`src/rtl/pwm_upcount_gen.sv`:
```
module pwm_upcount_gen #(
  parameter int CNT_W = 16,
  parameter int PSC_W = 8
) (
  input  logic        clk,
  input  logic        rst_n,
  input  logic        wr_en,
  input  logic [2:0]  addr,
  input  logic [31:0] wdata,
  output logic [31:0] rdata,
  output logic        pwm_o,
  output logic        pwm_oe,
  output logic        irq_o,
  output logic        trig_o
);

  localparam int PSC_LSB = 16;

  logic             run, one_shot, inv, oe_en, trig_en, ie_per, ie_cmp;
  logic [2:0]       trig_sel;
  logic [PSC_W-1:0] psc, psc_cnt;
  logic [CNT_W-1:0] cnt, per_sh, cmp_sh, per_act, cmp_act;
  logic             f_per, f_cmp, f_max, f_trg;

  logic wr_ctrl, wr_per, wr_cmp, wr_flag, clr_cmd;
  logic tick, at_per, ev_cmp, ev_max, trig_hit, trig_fire;

  assign wr_ctrl = wr_en && addr == 3'd0;
  assign wr_per  = wr_en && addr == 3'd1;
  assign wr_cmp  = wr_en && addr == 3'd2;
  assign wr_flag = wr_en && addr == 3'd6;
  assign clr_cmd = wr_en && addr == 3'd7 && wdata[0];

  assign tick   = run && (psc_cnt >= psc);
  assign at_per = tick && (cnt >= per_act);
  assign ev_cmp = tick && (cnt == cmp_act) && (cmp_act != per_act);
  assign ev_max = tick && (&cnt);

  always_comb begin
    case (trig_sel)
      3'b001:  trig_hit = at_per;
      3'b011:  trig_hit = ev_cmp;
      3'b101:  trig_hit = at_per | ev_cmp;
      default: trig_hit = 1'b0;
    endcase
  end
  assign trig_fire = trig_en && trig_hit;

  always_ff @(posedge clk or negedge rst_n) begin
    if (!rst_n) begin
      run <= 1'b0; one_shot <= 1'b0; inv <= 1'b0; oe_en <= 1'b0;
      trig_sel <= '0; trig_en <= 1'b0; ie_per <= 1'b0; ie_cmp <= 1'b0;
      psc <= '0;
    end else begin
      if (wr_ctrl) begin
        run      <= wdata[0];
        one_shot <= wdata[1];
        inv      <= wdata[2];
        oe_en    <= wdata[3];
        trig_sel <= wdata[6:4];
        trig_en  <= wdata[7];
        ie_per   <= wdata[8];
        ie_cmp   <= wdata[9];
        psc      <= wdata[PSC_LSB +: PSC_W];
      end
      if (at_per && one_shot) run <= 1'b0;
    end
  end

  always_ff @(posedge clk or negedge rst_n) begin
    if (!rst_n) begin
      per_sh <= '0;
      cmp_sh <= '0;
    end else begin
      if (wr_per) per_sh <= wdata[CNT_W-1:0];
      if (wr_cmp) cmp_sh <= wdata[CNT_W-1:0];
    end
  end

  always_ff @(posedge clk or negedge rst_n) begin
    if (!rst_n) psc_cnt <= '0;
    else if (!run || clr_cmd || tick) psc_cnt <= '0;
    else psc_cnt <= psc_cnt + 1'b1;
  end

  always_ff @(posedge clk or negedge rst_n) begin
    if (!rst_n) cnt <= '0;
    else if (clr_cmd) cnt <= '0;
    else if (at_per) cnt <= one_shot ? cnt : '0;
    else if (tick) cnt <= cnt + 1'b1;
  end

  always_ff @(posedge clk or negedge rst_n) begin
    if (!rst_n) begin
      per_act <= '0;
      cmp_act <= '0;
    end else if (at_per) begin
      per_act <= per_sh;
      cmp_act <= cmp_sh;
    end
  end

  always_ff @(posedge clk or negedge rst_n) begin
    if (!rst_n) begin
      f_per <= 1'b0; f_cmp <= 1'b0; f_max <= 1'b0; f_trg <= 1'b0;
      trig_o <= 1'b0;
    end else begin
      f_per  <= (f_per & ~(wr_flag & wdata[0])) | at_per;
      f_cmp  <= (f_cmp & ~(wr_flag & wdata[1])) | ev_cmp;
      f_max  <= (f_max & ~(wr_flag & wdata[2])) | ev_max;
      f_trg  <= (f_trg & ~(wr_flag & wdata[3])) | trig_fire;
      trig_o <= trig_fire;
    end
  end

  always_comb begin
    rdata = '0;
    case (addr)
      3'd0: begin
        rdata[0]   = run;
        rdata[1]   = one_shot;
        rdata[2]   = inv;
        rdata[3]   = oe_en;
        rdata[6:4] = trig_sel;
        rdata[7]   = trig_en;
        rdata[8]   = ie_per;
        rdata[9]   = ie_cmp;
        rdata[PSC_LSB +: PSC_W] = psc;
      end
      3'd1: rdata[CNT_W-1:0] = per_sh;
      3'd2: rdata[CNT_W-1:0] = cmp_sh;
      3'd3: rdata[CNT_W-1:0] = per_act;
      3'd4: rdata[CNT_W-1:0] = cmp_act;
      3'd5: rdata[CNT_W-1:0] = cnt;
      3'd6: rdata[3:0] = {f_trg, f_max, f_cmp, f_per};
      default: rdata = '0;
    endcase
  end

  assign pwm_oe = oe_en;
  assign pwm_o  = oe_en & ((cnt < cmp_act) ^ inv);
  assign irq_o  = (f_per & ie_per) | (f_cmp & ie_cmp);

  logic unused_wdata;
  assign unused_wdata = ^{wdata[31:PSC_LSB+PSC_W], wdata[15:10]};


  cnt_step_chk: assert property (@(posedge clk) disable iff (!rst_n)
    (cnt != $past(cnt)) |-> (cnt == '0 || cnt == CNT_W'($past(cnt) + 1'b1)));


  buf_load_chk: assert property (@(posedge clk) disable iff (!rst_n)
    (per_act != $past(per_act) || cmp_act != $past(cmp_act)) |-> $past(tick));


  cmp_suppress_chk: assert property (@(posedge clk) disable iff (!rst_n)
    $rose(f_cmp) |-> $past(cmp_act != per_act));


  oneshot_stop_chk: assert property (@(posedge clk) disable iff (!rst_n)
    (tick && one_shot && cnt >= per_act && !wr_ctrl && !clr_cmd) |=> (!run && $stable(cnt)));


  clr_zero_chk: assert property (@(posedge clk) disable iff (!rst_n)
    $past(wr_en && addr == 3'd7 && wdata[0]) |-> cnt == '0);


  trig_flag_chk: assert property (@(posedge clk) disable iff (!rst_n)
    trig_o |-> f_trg);

endmodule

```
`config.mk`:
```
export PLATFORM = sky130hd
export DESIGN_NAME = pwm_upcount_gen
export DESIGN_NICKNAME = d
export VERILOG_FILES = /design/src/rtl/pwm_upcount_gen.sv
export SDC_FILE = /design/constraint.sdc
export NUM_CORES = 1
export LEC_CHECK = 0
export ABC_AREA = 0
export CAP_MARGIN = 20
export CORE_ASPECT_RATIO = 1.2
export CORE_UTILIZATION = 35
export DETAILED_ROUTE_END_ITERATION = 7
export GPL_TIMING_DRIVEN = 0
export PLACE_DENSITY = 0.6
export SLEW_MARGIN = 10
export SYNTH_ARGS = -nofsm -noshare
export SYNTH_HDL_FRONTEND = slang
export SYNTH_SLANG_ARGS = --single-unit
export TNS_END_PERCENT = 100
```
`constraint.sdc`:
```
create_clock -name clk -period 2.15 [get_ports clk]
set_input_delay 0.3225 -clock clk [delete_from_list [all_inputs] [get_ports clk]]
set_output_delay 0.3225 -clock clk [all_outputs]
set_load 0.01 [all_outputs]
```
## Word-level counts from Yosys, hierarchy flattened

Cells that the tools add are included.

- Register bits: 111
- Input bits: 38
- Output and inout port bits: 36

- $add $sub $neg: 2
- Magnitude comparators: 3
- Eq/ne operators: 13
- Mux-type cells: 12
- Bitwise operators: 22
- Reductions and logical operators: 21

Operators by type and width:

| cell | number |
|---|---|
| $mux 16 | 4 |
| $pmux 6 s6 | 1 |
| $pmux 6 s5 | 1 |
| $pmux 4 s7 | 1 |
| $add 16x1->16 const B | 1 |
| $eq 16x16->1 | 1 |
| $ge 16x16->1 | 1 |
| $lt 16x16->1 | 1 |
| $mux 8 | 2 |
| $ne 16x16->1 | 1 |
| $reduce_and 16->1 | 1 |
| $eq 3x3->1 const B | 5 |
| $logic_and 1x1->1 | 13 |
| $and 1x1->1 | 11 |
| $eq 3x2->1 const B | 3 |
| $add 8x1->8 const B | 1 |
| $ge 8x8->1 | 1 |
| $eq 3x1->1 const B | 2 |
| $or 1x1->1 | 6 |
| $not 1->1 | 4 |
| $logic_not 3->1 | 1 |
| $ne 3x3->1 const B | 1 |
| $pmux 1 s3 | 1 |
| $reduce_bool 3->1 | 1 |
| 6 further kinds | 8 |

## Logic depth before layout (Yosys ltp)

Gate-level depths: netlist of run 1.

- Depth after elaboration: 8
- Depth in mapped cells: 10
- Gate-level depth less buffers: 8

## Worst setup path before layout of run 1

Ideal clock, no wire load.

- Kind: reg2reg
- From: register cnt[13]
- To: register cmp_act[10]
- Setup time: 125 ps
- Arrival time: 2,182 ps
- Required time: 2,025 ps
- Setup slack: -157 ps
- Cell stages (with the launch flop): 9
- Buffers on the path: 1
- Period minus slack after synthesis: 2,307 ps
- Cell sequence: dfrtp_1 -> ha_1 -> nand4_2 -> nor3_2 -> or4b_4 -> nand3_4 -> nand2_4 -> buf_6 -> mux2_4

- Longest elaborated chain between the ends: 2

Ends and longest elaborated chain:

| element | RTL line | RTL |
|---|---|---|
| start, declared | 22 | `logic [CNT_W-1:0] cnt, per_sh, cmp_sh, per_act, cmp_act;` |
| start signal, assigned | 89 | `else if (at_per) cnt <= one_shot ? cnt : '0;` |
| start signal, assigned | 90 | `else if (tick) cnt <= cnt + 1'b1;` |
| $ge 16x16->1 | 35 | `assign at_per = tick && (cnt >= per_act);` |
| $logic_and 1x1->1 | 35 |  |
| end signal, assigned | 99 | `cmp_act <= cmp_sh;` |
| end, declared | 22 |  |

No other way between the ends.
A chain may end at the register's enable or synchronous reset.

## Worst setup path in the final report of run 1

- From: register cnt[9]
- To: output pwm_o

- Longest elaborated chain between the ends: 3

Ends and longest elaborated chain:

| element | RTL line | RTL |
|---|---|---|
| $lt 16x16->1 | 141 | `assign pwm_o = oe_en & ((cnt < cmp_act) ^ inv);` |
| $xor 1x1->1 | 141 |  |
| $and 1x1->1 | 141 |  |
| end, declared | 11 | `output logic pwm_o,` |

No other way between the ends.

==> results by group, run 1 <==
Status
  • Status: finished with violations
  • Failing checks: negative setup slack

Worst hold path
  • Worst hold path type: input port to async pin

STA
  • Final Worst Setup Slack: -461 ps
  • Max Freq: 0.383 GHz
  • Slew Viols, Final: 0
  • Fin Hold WS: 451 ps
  • Final Critical Period: 2610 ps
  • Tcrit/Tclk final: 1.21
  • Worst-Margin Slew: 519 ps
  • Rel. slew slack: 0.654
  • Max Clock Skew: 9.64 ps
  • Final hold vios: 0
  • RSZ-0062 raised after global routing: true
  • Count of endpoints failing setup in the final report: 53

Floorplanning
  • Chip width: 130 µm
  • DIE AREA: 20,100 µm²
  • Core area: 19,000 µm²
  • Io pins: 74
  • Die height: 155 µm
  • Rows: 55
  • Initial core utilization: 0.360

Final layout
  • Commonest cells after routing, fill and taps aside: 96 x dfrtp_1, 70 x buf_4, 51 x nand2_1
  • Share of layout cells above drive strength 1: 0.368
  • Nets: 884
  • Diode count: 0
  • Area growth, synth to finish: 35.3%
  • Leading cell type in the layout, fill and taps excluded: dfrtp_1
  • Core Util, Final: 0.487

Setup path
  • Setup crit start: cnt[9]
  • WP depth: 8
  • Critical Path Most Common Cell: a21o_1
  • R2R Path Start: cnt[9]
  • Worst path max stage delay: 460 ps
  • Critical path capture point type: output pin
  • Critical path required time: 1830 ps
  • Worst setup path endpoint: pwm_o
  • R2R setup slack: -410 ps
  • Crit Path Class: flop to output pin
  • Worst path cell trace: ha_4 > a21o_1 > a21o_1 > a21oi_2 > o21ai_2 > a211oi_4 > mux2i_1 > buf_2
  • Critical Path AT: 2290 ps
  • R2R depth: 9
  • WP buf/inv: 1
  • Slowest CP cell: dfrtp_2
  • Cell family with most CP delay: compound AO/OA/AOI/OAI gates
  • Worst Setup Start Kind: flop
  • Crit Path Max Fanout: 2
  • Worst R2R End: per_act[1]

Power and ir drop
  • Flop pwr share: 0.379
  • Clock Power Share: 0.218
  • Switch Pwr: 2.72 mW
  • Sw Share: 0.358
  • PnR Total Power: 7.58 mW
  • PD cells: 819 nW/µm²
  • Logic pwr share: 0.403
  • Leakage: 4.35 nW
  • Max VDD drop: 0.000444 V
  • P_int: 4.86 mW

CTS
  • Latest clock arrival within the worst-skew pair: 360 ps
  • Cts bufs inserted: 9
  • Root buf cell: clkbuf_16
  • Clk buf depth: 2
  • TritonCTS clock tree: built
  • CTS sink count: 111
  • Reg clk slew, reported paths: 80 ps
  • H-tree Lvls: 3

Global routing
  • Largest net degree at the start of global routing: 68
  • First-pass GRT wire length: 31.6 mm
  • Vias in the first global route: 5,525
  • Total grt overflow: 0
  • Total track usage: 0.209
  • Antenna violations before repair: 0

Yosys
  • Syn. warnings: 0
  • Unique masters post-synth: 60
  • Ys flop type: dfrtp_1
  • Seq/Total Area, Yosys: 0.406
  • Post-synthesis register bit count: 111
  • Fraction of registers with async set/reset: 1.00
  • Syn_area_per_cell: 10.4 µm²
  • Syn Inst Count: 659
  • Netlist Area Pre-Place: 6840 µm²
  • Post-synth EDFFs: 0

Route
  • Drt total wl: 20.4 mm
  • Average wire per standard cell: 19.1 µm
  • Antenna-violating nets left: 0
  • # DRC: 0
  • Router iterations before antenna repair: 6
  • Vias: 5,662
  • Drt via density: 5.32
  • Drt initial violations: 389

Placed design
  • IO buf count: 56
  • RePlAce Congestion: 0.899
  • DPL Wire Length: 13.6 mm

Job
  • MaxCap Viol Count: 0
-- power groups by stage --
stage                     clock, mW  combinational [mW]  sequential (mW)
after floorplan                   0                1.47             2.76
after global placement            0                2.08             2.91
after detailed placement          0                2.11             2.92
after CTS                      1.69                2.75             2.86
after global routing           1.77                3.32             2.92
final                          1.65                3.06             2.87
-- stage by stage --
stage | TNS, ps | instances | setup WS, ps | instance area [µm²]
after floorplan | -1950 | 666 | -66.5 | 6920
after global placement | -490830 | 978 | -4100 | 7800
after detailed placement | -69850 | 980 | -1510 | 7840
after CTS | -17540 | 1041 | -453 | 8940
after global routing | -21830 | 1065 | -501 | 9250
final | -17870 | 1065 | -461 | 9250
-- worst reg2reg max path, cell delays in order (launching register included) --
cell,delay (ps)
dfrtp_2,460
buf_4,190
ha_1,300
nand2_1,100
nor3_4,140
or4b_4,530
nand3_4,120
nand2_8,120
clkbuf_16,200
mux2_4,300
-- cells in the mapped netlist, types with 2 or more instances --
| master | n | area share |
|---|---|---|
| xor2_1 | 21 | 0.027 |
| mux2_2 | 45 | 0.074 |
| mux2i_1 | 19 | 0.028 |
| a2111oi_0 | 2 | 0.0026 |
| nor2_1 | 30 | 0.016 |
| dfrtp_1 | 111 | 0.41 |
| buf_2 | 8 | 0.0059 |
| mux2_4 | 29 | 0.064 |
| a21oi_1 | 32 | 0.023 |
| nand2b_1 | 9 | 0.0082 |
| buf_1 | 4 | 0.0022 |
| a221o_1 | 4 | 0.0059 |
| buf_4 | 10 | 0.011 |
| a21o_1 | 7 | 0.0077 |
| nor2b_1 | 13 | 0.012 |
| o211ai_1 | 3 | 0.0033 |
| and3_1 | 8 | 0.0073 |
| o32ai_1 | 3 | 0.0038 |
| nor4_1 | 7 | 0.0064 |
| ha_1 | 42 | 0.077 |
| nor3_1 | 4 | 0.0029 |
| a211oi_1 | 5 | 0.0055 |
| inv_1 | 43 | 0.024 |
| nand4_1 | 9 | 0.0082 |
| buf_6 | 3 | 0.0049 |
| nand3_1 | 16 | 0.012 |
| clkbuf_1 | 11 | 0.0060 |
| nand2_1 | 53 | 0.029 |
| o22ai_1 | 17 | 0.016 |
| o221ai_1 | 5 | 0.0064 |
| o21a_1 | 4 | 0.0044 |
| a22oi_1 | 10 | 0.011 |
| and2_1 | 18 | 0.016 |
| and4_1 | 4 | 0.0051 |
| mux2_1 | 3 | 0.0049 |
| o21ai_0 | 23 | 0.017 |
-- registers in the layout, indices dropped and copies added (netlist names), 3 cells and up --
signal and count:
psc_cnt 8, trig_sel 3, cnt 16, cmp_sh 16, cmp_act 16, per_sh 16
per_act 16, psc 8
-- layer usage --
layer,GRT usage,wire (µm)
met1,0.275,9070
met2,0.341,9790
met3,0.0371,751
met4,0.0764,762
met5,0,0
-- worst min-delay path by stage --
stage | to | cells past startpoint
after floorplan | cmp_act[0] | 0
after global placement | f_trg | 1
after detailed placement | cmp_sh[7] | 1
after CTS | per_sh[7] | 2
after global routing | per_sh[7] | 2
final | per_sh[7] | 2
-- repair_timing --
action | CTS | global route
endpoints found under the hold margin | 44 | 0
gates cloned | 5 | 2
endpoints found under the setup margin | 113 | 85
pin swaps | 18 | 19
hold buffers | 1 | 0
buffers inserted | 40 | 22
gates resized for setup | 169 | 40
-- cell type report --
class                      instances  area (µm²)
buffer                            35         340
clock buffer                      11         243
clock inverter                     5        38.8
fill                            1787        9740
inverter                          43         161
multi-input combinational        476        4190
sequential                       111        2800
tap                              256         320
timing repair buffer             128        1160
-- cells by family (layout without fill, tap and decap cells) --
group                      Yosys count  after routing  synth area share
AOI/OAI and AO/OA                  127            127             0.122
DFF                                111            111             0.406
adders and majority gates           42             42            0.0769
other                                1              8          0.000549
buffers and inverters               79            222            0.0536
muxes                               97             97             0.174
and+or+nand+nor                    180            180             0.138
xor gates and xnor gates            22             22            0.0282
Note: power is estimated with default switching activity, not from simulation.
==> run 2: changes to the inputs <==
PLACE_DENSITY = 0.58   (was 0.6)
clock period = 3 ns   (was 2.15 ns; I/O delays follow)
==> run 2 against run 1 <==
The run now ends clean. Sequential power down 28%. Final cell count decreased by 5.8%. Core utilization shrank 5.1 points. Hold slack worse by 410 ps. Flip-flop and latch count stayed put. Non-clock buffer count is 62 lower. Highest routed layer unchanged.
==> results by group, run 2 (same netlist as run 1, synthesis figures left out) <==
Final layout
  • Multi-input gate area: 3780 µm²
  • Register area: 2790 µm²
  • Fillers: 1,835
  • Diode count: 0
  • Finished Cell Area: 8280 µm²
  • Commonest cells after routing, fill and taps aside: 104 x dfrtp_1, 52 x nand2_1, 50 x clkdlybuf4s50_1
  • Leading cell type in the layout, fill and taps excluded: dfrtp_1
  • Core Util, Final: 0.436
  • Final non-filler cell total: 1,003
  • Share of layout cells above drive strength 1: 0.218
  • Area growth, synth to finish: 21.1%
  • Nets: 822

STA
  • Final hold vios: 0
  • RSZ-0062 raised after global routing: false
  • Worst-Margin Slew: 716 ps
  • Slew Viols, Final: 0
  • Max Freq: 0.342 GHz
  • Max Clock Skew: 7.76 ps
  • Final Critical Period: 2930 ps
  • Tcrit/Tclk final: 0.976
  • Count of endpoints failing setup in the final report: 0
  • Rel. slew slack: 0.521

Setup path
  • Crit Path Max Fanout: 10
  • Critical Path AT: 2480 ps
  • Worst path cell trace: clkdlybuf4s50_1 > buf_4 > nor2b_4 > and2_2 > a221o_1 > clkdlybuf4s50_1
  • Critical Path Most Common Cell: clkdlybuf4s50_1
  • Critical path required time: 2550 ps
  • Worst Setup Start Kind: input port
  • Critical path capture point type: output pin
  • Slowest CP cell: clkdlybuf4s50_1
  • WP buf/inv: 3
  • Cell family with most CP delay: buffers and inverters
  • Crit Path Class: input port to output pin
  • Worst path max stage delay: 560 ps

Floorplanning
  • Chip width: 130 µm
  • Core area: 19,000 µm²
  • Die height: 155 µm
  • Rows: 55
  • Initial core utilization: 0.360
  • Io pins: 74
  • DIE AREA: 20,100 µm²

Power and ir drop
  • Logic pwr share: 0.321
  • Leakage: 3.89 nW
  • Sw Share: 0.340
  • Switch Pwr: 1.68 mW
  • PD cells: 598 nW/µm²
  • Max VDD drop: 0.000298 V
  • P_int: 3.27 mW
  • Flop pwr share: 0.416
  • Clock Power Share: 0.263

CTS
  • Reg clk slew, reported paths: 70 ps
  • Hold_buf cts: 0
  • Latest clock arrival within the worst-skew pair: 360 ps
  • TritonCTS clock tree: built
  • Cts bufs inserted: 9
  • CTS sink count: 111
  • H-tree Lvls: 3
  • Root buf cell: clkbuf_16
  • Clk buf depth: 2

Global routing
  • First-pass GRT wire length: 29.5 mm
  • Vias in the first global route: 5,342
  • Met2 usage: 0.320
  • GRT busiest layer: met2
  • Grt met1 use: 0.255
  • Largest net degree at the start of global routing: 61
  • Antenna violations before repair: 0
  • Total grt overflow: 0
  • Global-route met3 utilization: 0.0296
  • Total track usage: 0.195

Route
  • Drt initial violations: 295
  • Vias: 5,326
  • Drt total wl: 18.7 mm
  • # DRC: 0
  • Average wire per standard cell: 18.6 µm
  • Router iterations before antenna repair: 4
  • Drt via density: 5.31
  • Antenna-violating nets left: 0

Placed design
  • Cells after DPL: 979
  • IO buf count: 56
  • Area after DPL: 7770 µm²
  • DPL Wire Length: 13.9 mm
  • RePlAce Congestion: 0.947

Job
  • MaxCap Viol Count: 0

Status
  • Status: finished, final reports clean

Worst hold path
  • Worst hold path type: input port to async pin
[run 2: path summary, 6_finish.rpt]
kind / startpoint / end / slack [ps] / cells past startpoint
max in group asynchronous: rst_n / cnt[8] / 2280 / 2
worst max-delay path: addr[2] / rdata[15] / 70 / 6
worst min-delay path: rst_n / cmp_sh[7] / 40 / 1
worst min register to register: one_shot / run / 500 / 1
worst max register to register: cnt[9] / per_act[12] / 210 / 9
min in group clk: one_shot / run / 500 / 1
[run 2: layer usage]
| layer | wire [µm] | part of all wire |
|---|---|---|
| met1 | 8250 | 0.44 |
| met2 | 9010 | 0.48 |
| met3 | 834 | 0.045 |
| met4 | 601 | 0.032 |
| met5 | 0 | 0 |
[run 2: area by class of cell]
class,count,share of cell area
Buffer,34,0.0292
Clock buffer,9,0.0272
Clock inverter,7,0.0115
Inverter,43,0.0195
Multi-Input combinational cell,476,0.457
Sequential cell,111,0.337
Tap cell,256,0.0387
Timing Repair Buffer,67,0.0800
[run 2: metrics by stage]
stage | setup WS [ps] | power, mW | hold WS [ps] | setup TNS, ps
3_3_place_gp | -2780 | 3.54 | 476 | -320360
5_1_grt | 14.4 | 5.24 | 72.9 | 0
3_5_place_dp | -976 | 3.60 | 434 | -13310
4_1_cts | 0.882 | 4.93 | 48.9 | 0
6_report | 72.6 | 4.95 | 37.3 | 0
2_1_floorplan | 693 | 3.02 | 154 | 0
[run 2: repair_timing]
item | CTS | global route
setup endpoints to repair | 25 | 14
buffers inserted | 3 | 7
gates resized for setup | 35 | 23
pin swaps | 1 | 1
[run 2: power by group through the flow]
| stage | sequential, mW | combinational (mW) | clock, mW |
|---|---|---|---|
| after floorplan | 1.98 | 1.04 | 0 |
| after global placement | 2.08 | 1.47 | 0 |
| after detailed placement | 2.09 | 1.52 | 0 |
| after CTS | 2.06 | 1.54 | 1.33 |
| after global routing | 2.10 | 1.75 | 1.39 |
| final | 2.06 | 1.59 | 1.30 |
